<file path="src/rtl/pcm_slot_pkg.sv">
package pcm_slot_pkg;

    localparam int SAMP_W  = 16;
    localparam int BYTE_W  = 8;
    localparam int WORD_W  = 2 * SAMP_W;
    localparam int LEN_W   = 6;

    typedef enum logic [1:0] {
        FMT_ULAW = 2'b00,
        FMT_ALAW = 2'b01,
        FMT_LIN  = 2'b10,
        FMT_LINX = 2'b11
    } fmt_e;

    typedef struct packed {
        logic [1:0] fmt;
        logic       wide;
    } slot_mode_t;

    typedef struct packed {
        logic [SAMP_W-1:0] s0;
        logic [SAMP_W-1:0] s1;
    } samp_pair_t;

    function automatic logic is_linear(input slot_mode_t m);
        return m.fmt[1];
    endfunction

    // Number of active bits in one frame for a mode
    function automatic logic [LEN_W-1:0] slot_len(input slot_mode_t m);
        case ({is_linear(m), m.wide})
            2'b00:   return LEN_W'(BYTE_W);
            2'b01:   return LEN_W'(2 * BYTE_W);
            2'b10:   return LEN_W'(SAMP_W);
            default: return LEN_W'(2 * SAMP_W);
        endcase
    endfunction

    // Left-justified frame word; bit WORD_W-1 leaves first
    function automatic logic [WORD_W-1:0] pack_word(input slot_mode_t m,
                                                    input samp_pair_t p);
        case ({is_linear(m), m.wide})
            2'b00:   return {p.s0[BYTE_W-1:0], {(WORD_W-BYTE_W){1'b0}}};
            2'b01:   return {p.s0[BYTE_W-1:0], p.s1[BYTE_W-1:0],
                             {(WORD_W-2*BYTE_W){1'b0}}};
            2'b10:   return {p.s0, {SAMP_W{1'b0}}};
            default: return {p.s0, p.s1};
        endcase
    endfunction

    // Right-justified captured bits back into samples
    function automatic samp_pair_t unpack_word(input slot_mode_t m,
                                               input logic [WORD_W-1:0] v);
        samp_pair_t r;
        r = '0;
        case ({is_linear(m), m.wide})
            2'b00: r.s0 = {{(SAMP_W-BYTE_W){1'b0}}, v[BYTE_W-1:0]};
            2'b01: begin
                r.s0 = {{(SAMP_W-BYTE_W){1'b0}}, v[2*BYTE_W-1:BYTE_W]};
                r.s1 = {{(SAMP_W-BYTE_W){1'b0}}, v[BYTE_W-1:0]};
            end
            2'b10: r.s0 = v[SAMP_W-1:0];
            default: begin
                r.s0 = v[WORD_W-1:SAMP_W];
                r.s1 = v[SAMP_W-1:0];
            end
        endcase
        return r;
    endfunction

endpackage

</file>
<file path="src/rtl/pcm_frame_timer.sv">
module pcm_frame_timer
    import pcm_slot_pkg::*;
#(
    parameter int OFS_W = 8,
    localparam int CNT_W = OFS_W + 1
) (
    input  logic             bclk,
    input  logic             rst,
    input  logic             fsync,
    input  slot_mode_t       mode_in,
    input  logic [OFS_W-1:0] tx_ofs_in,
    input  logic [OFS_W-1:0] rx_ofs_in,
    output logic [CNT_W-1:0] pos_q,
    output logic [CNT_W-1:0] pos_nxt,
    output logic             live_q,
    output logic             live_nxt,
    output slot_mode_t       mode_q,
    output slot_mode_t       mode_nxt,
    output logic [OFS_W-1:0] tx_ofs_q,
    output logic [OFS_W-1:0] tx_ofs_nxt,
    output logic [OFS_W-1:0] rx_ofs_q
);

    localparam logic [CNT_W-1:0] POS_MAX = '1;

    always_comb begin
        if (fsync) begin
            pos_nxt    = '0;
            mode_nxt   = mode_in;
            tx_ofs_nxt = tx_ofs_in;
        end else begin
            pos_nxt    = (pos_q == POS_MAX) ? POS_MAX : pos_q + 1'b1;
            mode_nxt   = mode_q;
            tx_ofs_nxt = tx_ofs_q;
        end
        live_nxt = fsync | (live_q & (pos_nxt != POS_MAX));
    end

    always_ff @(posedge bclk) begin
        if (rst) begin
            pos_q    <= POS_MAX;
            live_q   <= 1'b0;
            mode_q   <= '0;
            tx_ofs_q <= '0;
            rx_ofs_q <= '0;
        end else begin
            pos_q    <= pos_nxt;
            live_q   <= live_nxt;
            mode_q   <= mode_nxt;
            tx_ofs_q <= tx_ofs_nxt;
            if (fsync) rx_ofs_q <= rx_ofs_in;
        end
    end


    fsync_restart_chk: assert property (@(posedge bclk) disable iff (rst)
        fsync |=> (pos_q == '0 && live_q));


    pos_saturate_chk: assert property (@(posedge bclk) disable iff (rst)
        (pos_q == POS_MAX && !fsync) |=> (pos_q == POS_MAX && !live_q));

endmodule

</file>
<file path="src/rtl/pcm_tx_shifter.sv">
module pcm_tx_shifter
    import pcm_slot_pkg::*;
#(
    parameter int OFS_W = 8,
    localparam int CNT_W = OFS_W + 1
) (
    input  logic              bclk,
    input  logic              rst,
    input  logic              fsync,
    input  samp_pair_t        samp_in,
    input  logic [CNT_W-1:0]  pos_q,
    input  logic [CNT_W-1:0]  pos_nxt,
    input  logic              live_q,
    input  logic              live_nxt,
    input  slot_mode_t        mode_nxt,
    input  logic [OFS_W-1:0]  tx_ofs_q,
    input  logic [OFS_W-1:0]  tx_ofs_nxt,
    output logic              dtx,
    output logic              dtx_oe
);

    samp_pair_t        held_q;
    logic [WORD_W-1:0] word_now;
    logic [WORD_W-1:0] word_shift;
    logic [CNT_W-1:0]  idx;
    logic [CNT_W-1:0]  ofs_ext;
    logic              act;

    always_comb begin
        word_now   = pack_word(mode_nxt, fsync ? samp_in : held_q);
        ofs_ext    = CNT_W'(tx_ofs_nxt);
        idx        = pos_nxt - ofs_ext;
        act        = live_nxt && (pos_nxt >= ofs_ext)
                     && (idx < CNT_W'(slot_len(mode_nxt)));
        word_shift = word_now << idx[LEN_W-2:0];
    end

    always_ff @(posedge bclk) begin
        if (rst) begin
            held_q <= '0;
            dtx    <= 1'b0;
            dtx_oe <= 1'b0;
        end else begin
            if (fsync) held_q <= samp_in;
            dtx_oe <= act;
            dtx    <= act & word_shift[WORD_W-1];
        end
    end


    idle_low_chk: assert property (@(posedge bclk) disable iff (rst)
        !dtx_oe |-> !dtx);


    first_bit_at_ofs_chk: assert property (@(posedge bclk) disable iff (rst)
        $rose(dtx_oe) |-> (pos_q == CNT_W'(tx_ofs_q)));


    oe_in_frame_chk: assert property (@(posedge bclk) disable iff (rst)
        dtx_oe |-> live_q);

endmodule

</file>
<file path="src/rtl/pcm_rx_capture.sv">
module pcm_rx_capture
    import pcm_slot_pkg::*;
#(
    parameter int OFS_W = 8,
    localparam int CNT_W = OFS_W + 1
) (
    input  logic              bclk,
    input  logic              rst,
    input  logic              drx,
    input  logic [CNT_W-1:0]  pos_q,
    input  logic              live_q,
    input  slot_mode_t        mode_q,
    input  logic [OFS_W-1:0]  rx_ofs_q,
    output samp_pair_t        samp_out,
    output logic              valid
);

    logic [WORD_W-1:0] shreg_q;
    logic [WORD_W-1:0] shreg_nxt;
    logic [CNT_W-1:0]  idx;
    logic [CNT_W-1:0]  ofs_ext;
    logic [CNT_W-1:0]  len_ext;
    logic              act;
    logic              last;

    always_comb begin
        ofs_ext   = CNT_W'(rx_ofs_q);
        len_ext   = CNT_W'(slot_len(mode_q));
        idx       = pos_q - ofs_ext;
        act       = live_q && (pos_q >= ofs_ext) && (idx < len_ext);
        last      = act && (idx == len_ext - 1'b1);
        shreg_nxt = {shreg_q[WORD_W-2:0], drx};
    end

    always_ff @(negedge bclk) begin
        if (rst) begin
            shreg_q  <= '0;
            samp_out <= '0;
            valid    <= 1'b0;
        end else begin
            if (act) shreg_q <= shreg_nxt;
            valid <= last;
            if (last) samp_out <= unpack_word(mode_q, shreg_nxt);
        end
    end


    valid_pulse_chk: assert property (@(negedge bclk) disable iff (rst)
        valid |=> !valid);


    samp_hold_chk: assert property (@(negedge bclk) disable iff (rst)
        !valid |-> $stable(samp_out));

endmodule

</file>
<file path="src/rtl/pcm_slot_serdes.sv">
module pcm_slot_serdes
    import pcm_slot_pkg::*;
#(
    parameter int OFS_W = 8
) (
    input  logic              bclk,
    input  logic              rst,
    input  logic              fsync,
    input  logic [1:0]        fmt,
    input  logic              wide,
    input  logic [OFS_W-1:0]  tx_ofs,
    input  logic [OFS_W-1:0]  rx_ofs,
    input  logic [15:0]       tx_samp0,
    input  logic [15:0]       tx_samp1,
    output logic              dtx,
    output logic              dtx_oe,
    input  logic              drx,
    output logic [15:0]       rx_samp0,
    output logic [15:0]       rx_samp1,
    output logic              rx_valid
);

    localparam int CNT_W = OFS_W + 1;

    slot_mode_t       mode_in, mode_q, mode_nxt;
    samp_pair_t       tx_pair, rx_pair;
    logic [CNT_W-1:0] pos_q, pos_nxt;
    logic             live_q, live_nxt;
    logic [OFS_W-1:0] tx_ofs_q, tx_ofs_nxt, rx_ofs_q;

    assign mode_in  = '{fmt: fmt, wide: wide};
    assign tx_pair  = '{s0: tx_samp0, s1: tx_samp1};
    assign rx_samp0 = rx_pair.s0;
    assign rx_samp1 = rx_pair.s1;

    pcm_frame_timer #(.OFS_W(OFS_W)) u_timer (
        .bclk       (bclk),
        .rst        (rst),
        .fsync      (fsync),
        .mode_in    (mode_in),
        .tx_ofs_in  (tx_ofs),
        .rx_ofs_in  (rx_ofs),
        .pos_q      (pos_q),
        .pos_nxt    (pos_nxt),
        .live_q     (live_q),
        .live_nxt   (live_nxt),
        .mode_q     (mode_q),
        .mode_nxt   (mode_nxt),
        .tx_ofs_q   (tx_ofs_q),
        .tx_ofs_nxt (tx_ofs_nxt),
        .rx_ofs_q   (rx_ofs_q)
    );

    pcm_tx_shifter #(.OFS_W(OFS_W)) u_tx (
        .bclk       (bclk),
        .rst        (rst),
        .fsync      (fsync),
        .samp_in    (tx_pair),
        .pos_q      (pos_q),
        .pos_nxt    (pos_nxt),
        .live_q     (live_q),
        .live_nxt   (live_nxt),
        .mode_nxt   (mode_nxt),
        .tx_ofs_q   (tx_ofs_q),
        .tx_ofs_nxt (tx_ofs_nxt),
        .dtx        (dtx),
        .dtx_oe     (dtx_oe)
    );

    pcm_rx_capture #(.OFS_W(OFS_W)) u_rx (
        .bclk     (bclk),
        .rst      (rst),
        .drx      (drx),
        .pos_q    (pos_q),
        .live_q   (live_q),
        .mode_q   (mode_q),
        .rx_ofs_q (rx_ofs_q),
        .samp_out (rx_pair),
        .valid    (rx_valid)
    );

endmodule

</file>
<file path="config.mk">
export PLATFORM = sky130hd
export DESIGN_NAME = pcm_slot_serdes
export DESIGN_NICKNAME = d
export VERILOG_FILES = /design/src/rtl/pcm_slot_pkg.sv /design/src/rtl/pcm_frame_timer.sv /design/src/rtl/pcm_tx_shifter.sv /design/src/rtl/pcm_rx_capture.sv /design/src/rtl/pcm_slot_serdes.sv
export SDC_FILE = /design/constraint.sdc
export NUM_CORES = 1
export LEC_CHECK = 0
export BUFFER_PORTS_ARGS = -buffer_cell sky130_fd_sc_hd__buf_2
export CORE_MARGIN = 2
export CORE_UTILIZATION = 55
export DETAILED_ROUTE_END_ITERATION = 10
export GPL_TIMING_DRIVEN = 0
export PLACE_DENSITY = 0.74
export SYNTH_ARGS = -nofsm -noshare
export SYNTH_HDL_FRONTEND = slang
export SYNTH_SLANG_ARGS = --single-unit
</file>
<file path="constraint.sdc">
create_clock -name bclk -period 4.9 [get_ports bclk]
set_input_delay 0.735 -clock bclk [delete_from_list [all_inputs] [get_ports bclk]]
set_output_delay 0.735 -clock bclk [all_outputs]
set_load 0.02 [all_outputs]
</file>
Yosys cells after proc, flatten, opt, wreduce, memory -nomap -nowiden
Cells that the tools add are included.
{ "totals": {"wordCells": 54, "regBits": 127, "input_bits": 55} }
{ "classes": {"order_cmp": 4, "eq_ne": 7, "muxes": 10, "n_addsub": 4, "reduce_logical": 10, "bitwise_logic": 3, "shifts": 1} }
{ "ops": {"columns": ["operator", "count"], "rows": [
  ["32-bit one-hot mux with 3 select lines", 1],
  ["16-bit one-hot mux with 3 select lines", 1],
  ["32-bit 2-to-1 mux", 1],
  ["16-bit one-hot mux with 2 select lines", 1],
  ["32-bit by 5-bit left shift with 32-bit output", 1],
  ["6-bit one-hot mux with 2 select lines", 2],
  ["9-bit by 8-bit greater-or-equal comparator with 1-bit output", 2],
  ["9-bit by 6-bit < comparator with 1-bit output", 2],
  ["9-bit 2-to-1 mux", 2],
  ["9-bit by 8-bit subtractor with 9-bit output", 2],
  ["9-bit by 1-bit adder with 9-bit output, second input constant", 1],
  ["9-bit == test", 1],
  ["9-bit == test, second input constant", 1],
  ["9-bit inequality test, second input constant", 1],
  ["8-bit 2-to-1 mux", 1],
  ["6-bit by 1-bit subtractor with 7-bit output, second input constant", 1],
  ["2-bit OR reduction", 3],
  ["1-bit logical AND", 5],
  ["2-bit by 1-bit == test with 1-bit output, second input constant", 2],
  ["2-bit == test, second input constant", 2],
  ["2-bit logical NOT", 2],
  ["3-bit 2-to-1 mux", 1],
  ["1-bit AND", 2],
  ["1-bit OR", 1]
]} }

Depth between registers and ports, before layout
{ "logic_depth": {"ltp_word": 9, "depth_mapped": 17, "depth_no_buf": 16} }

Hierarchy
Synthesis repeated with hierarchy kept, for this count alone.
{ "hier_totals": {"cells_unflattened": 721, "area_unflattened_um2": 6754.0} }
{ "by_module_without_submodules": {"columns": ["module", "cells_each", "area_per_inst_um2", "n_inst"], "rows": [
  ["pcm_rx_capture", 378, 3249.4, 1],
  ["pcm_tx_shifter", 217, 2214.6, 1],
  ["pcm_frame_timer", 126, 1290.0, 1]
]} }

==> impl_metrics.toml <==
[critical_path]
startpoint = "u_timer.pos_q[0]"
required_ns = 2.75
ff2ff_path_depth = 17
path_class = "register to register"
r2r_slack_ns = -1.02
rr_endpoint = "u_rx.samp_out[9]"
worstPathMaxFanout = 5
reg2reg_from = "u_timer.pos_q[0]"
critPathLaunchType = "register"
cp.arrival_ns = 3.77
crit_path_end = "u_rx.samp_out[9]"
crit_path_end_kind = "register"

[die]
die_height_um = 114
dieArea_sq_um = 13100
io_pins = 90
start_util = 0.559
fp-row-count = 40
coreArea_sq_um = 12000
die_x_um = 114

[status]
violations = "negative setup slack"
status = "finished, violations left"

[placed_design]
gp_congestion = 0.940
dp_slack_ns = -1.09
port_buffers = 87
placed_cells = 950
place_hpwl_mm = 12.9

[clock_network]
cts.sinks = 126
cts_buffer_depth = 2
cts.reportedPaths.clkPinSlew_ns = 0.06
cts_tree = "built"
cts_buffers = 17
postCtsHoldBufs = 0
clk_latency_ns = 0.47
ctsHtreeMaxLevel = 4
root_buffer = "clkbuf_16"

[yosys]
synth_seq_cells = 126
synth_flop_cell = "dfxtp_1"
async_reset_ff_frac = 0
synth_area_leaders = "dfxtp_1 (38%), mux2i_1 (13%), ha_1 (6.2%), nor2_1 (5.4%), mux4_2 (5.0%)"
yosysSeqAreaShare = 0.377
ys_types = 64
yosysWarnings = 0
syn-cell-area_sq_um = 6690
synth_edf_count = 0
yosysTopAreaCell = "dfxtp_1"
syn-num-nets = 806
synth_top_area_share = 0.377
syn_avg_cell_area_sq_um = 9.35
synthCells = 716

[finish]
final_layout_size_suffix_gt1_frac = 0.287
finalNonFillerCells = 1073
register_area_sq_um = 2530
nets = 1003
area_growth_pct = 34.5
fill_cells = 808
diodes = 0
mostFrequentLayoutCell = "dfxtp_1"
multi_input_area_sq_um = 4160
mostFrequentLayoutCells = "dfxtp_1 (123), nor2_1 (96), buf_2 (93)"

[pwr]
p_leak_nw = 4.17
peakVddDrop_uv = 297
power.density_nw_per_um2 = 368

[global_route]
grt_pass1_wl_mm = 30.1
grt_pass1_vias = 6365
grt_overflow_total = 0
antenna_found_initial = 1
grt_max_degree = 17
track_usage = 0.293

[job]
maxCapViolations = 0

[detailed_routing]
routed_wl_mm = 19.8
drc = 0
vias = 6446
antenna_left = 0
routedWlPerCell_um = 18.5
detail_route.iter0.violations = 496
drt_first_pass_iters = 8
viasPerCell = 6.01

[sta]
rsz0062_at_grt = "yes"
hold_violations = 0
setup_violations = 64
maxSlewHeadroom = 0.436
finalMaxSlewViolations = 0
tightest_slew_ns = 0.846
finClkSkew_ns = 0.0495
fin_ws_ns = -1.02
setup_tns_ns = -57.38

[hold_path]
hold_class = "register to register"
min_from = "u_rx.samp_out[11]"
-- what timing repair did --
action	in CTS	in global routing
setup buffers	10	14
gates resized for setup	53	56
pin swaps	39	24
gates cloned	5	1
endpoints found under the setup margin	64	65
-- worst min-delay path by stage --
| stage | end | slack (ns) | depth (start not counted) |
|---|---|---|---|
| after floorplan | u_tx.held_q[10] | 0.45 | 2 |
| after global placement | u_rx.samp_out[8] | 0.46 | 2 |
| after detailed placement | u_rx.samp_out[8] | 0.47 | 2 |
| after CTS | u_rx.samp_out[10] | 0.47 | 2 |
| after global routing | u_rx.samp_out[11] | 0.48 | 2 |
| final | u_rx.samp_out[11] | 0.47 | 2 |
-- cell families (layout without fill, tap and decap cells) --
| group | after synthesis | in the layout | synth area share |
|---|---|---|---|
| buffers and inverters | 78 | 288 | 0.0520 |
| DFF | 126 | 126 | 0.377 |
| and+or+nand+nor | 203 | 203 | 0.148 |
| AOI/OAI and AO/OA | 161 | 161 | 0.158 |
| muxes | 103 | 103 | 0.182 |
| adders and majority gates | 35 | 35 | 0.0677 |
| xor gates and xnor gates | 10 | 10 | 0.0142 |
-- power by group --
group / switching, mW / total, mW / internal, mW
Clock: 0.680 / 1.57 / 0.891
Combinational: 0.359 / 0.664 / 0.305
Sequential: 0.0196 / 1.08 / 1.06
-- per-stage QoR --
stage                     cell area, sq um  utilization  power, mW  hold WS [ns]
after floorplan                       6800            -       1.62         0.455
after global placement                7420        0.621       1.74         0.465
after detailed placement              7420        0.621       1.76         0.466
after CTS                             8690        0.726       3.27         0.475
after global routing                  9000        0.752       3.48         0.483
final                                 9000        0.752       3.32         0.473
-- synth_stat cells, types with 6 or more instances --
cell / n
nor2_1: 97
dfxtp_1: 126
nand4_1: 18
nand2_1: 16
o21ai_0: 33
mux2i_1: 87
buf_2: 10
a21oi_1: 48
a222oi_1: 7
clkbuf_1: 28
nor3_1: 10
ha_1: 33
a211oi_1: 17
a22oi_1: 8
nand3_1: 10
inv_1: 27
mux4_2: 15
buf_4: 7
nor2b_1: 15
a21o_1: 6
or2_2: 10
-- cell type report --
cell class,count,share of cell area
buffer,51,0.0432
clock buffer,17,0.0473
clock inverter,79,0.0492
inverter,26,0.0108
multi-input combinational,512,0.462
sequential,126,0.282
tap,147,0.0204
timing repair buffer,115,0.0852
-- sequential cells by signal, summed over array words and instances (netlist names) --
signal            cells
u_rx.samp_out        32
u_rx.shreg_q         31
u_rx.valid            1
u_timer.live_q        1
u_timer.mode_q        2
u_timer.pos_q         9
u_timer.rx_ofs_q      8
u_timer.tx_ofs_q      8
u_tx.dtx              1
u_tx.dtx_oe           1
u_tx.held_q          32
-- worst max-delay path, cell delays in order, from the launching register on --
cell and delay, ns:
dfxtp_4 0.35, inv_2 0.04, ha_4 0.15, fa_2 0.34, nand2b_4 0.16, a21boi_4 0.18
o21a_1 0.17, nor2_1 0.06, ha_1 0.28, nor2b_4 0.12, o21ai_1 0.09, nor4bb_1 0.20
o21ai_1 0.12, a221o_2 0.40, buf_4 0.17, clkbuf_16 0.14, o21ai_0 0.23, a21oi_1 0.11
-- metal layers --
layer | GRT usage | part of all wire | routed length, um
met1 | 0.348 | 0.40 | 7940
met2 | 0.487 | 0.50 | 9890
met3 | 0.0858 | 0.077 | 1520
met4 | 0.144 | 0.022 | 444
met5 | 0 | 0 | 0
No activity file was read; power rests on OpenSTA's default activity.
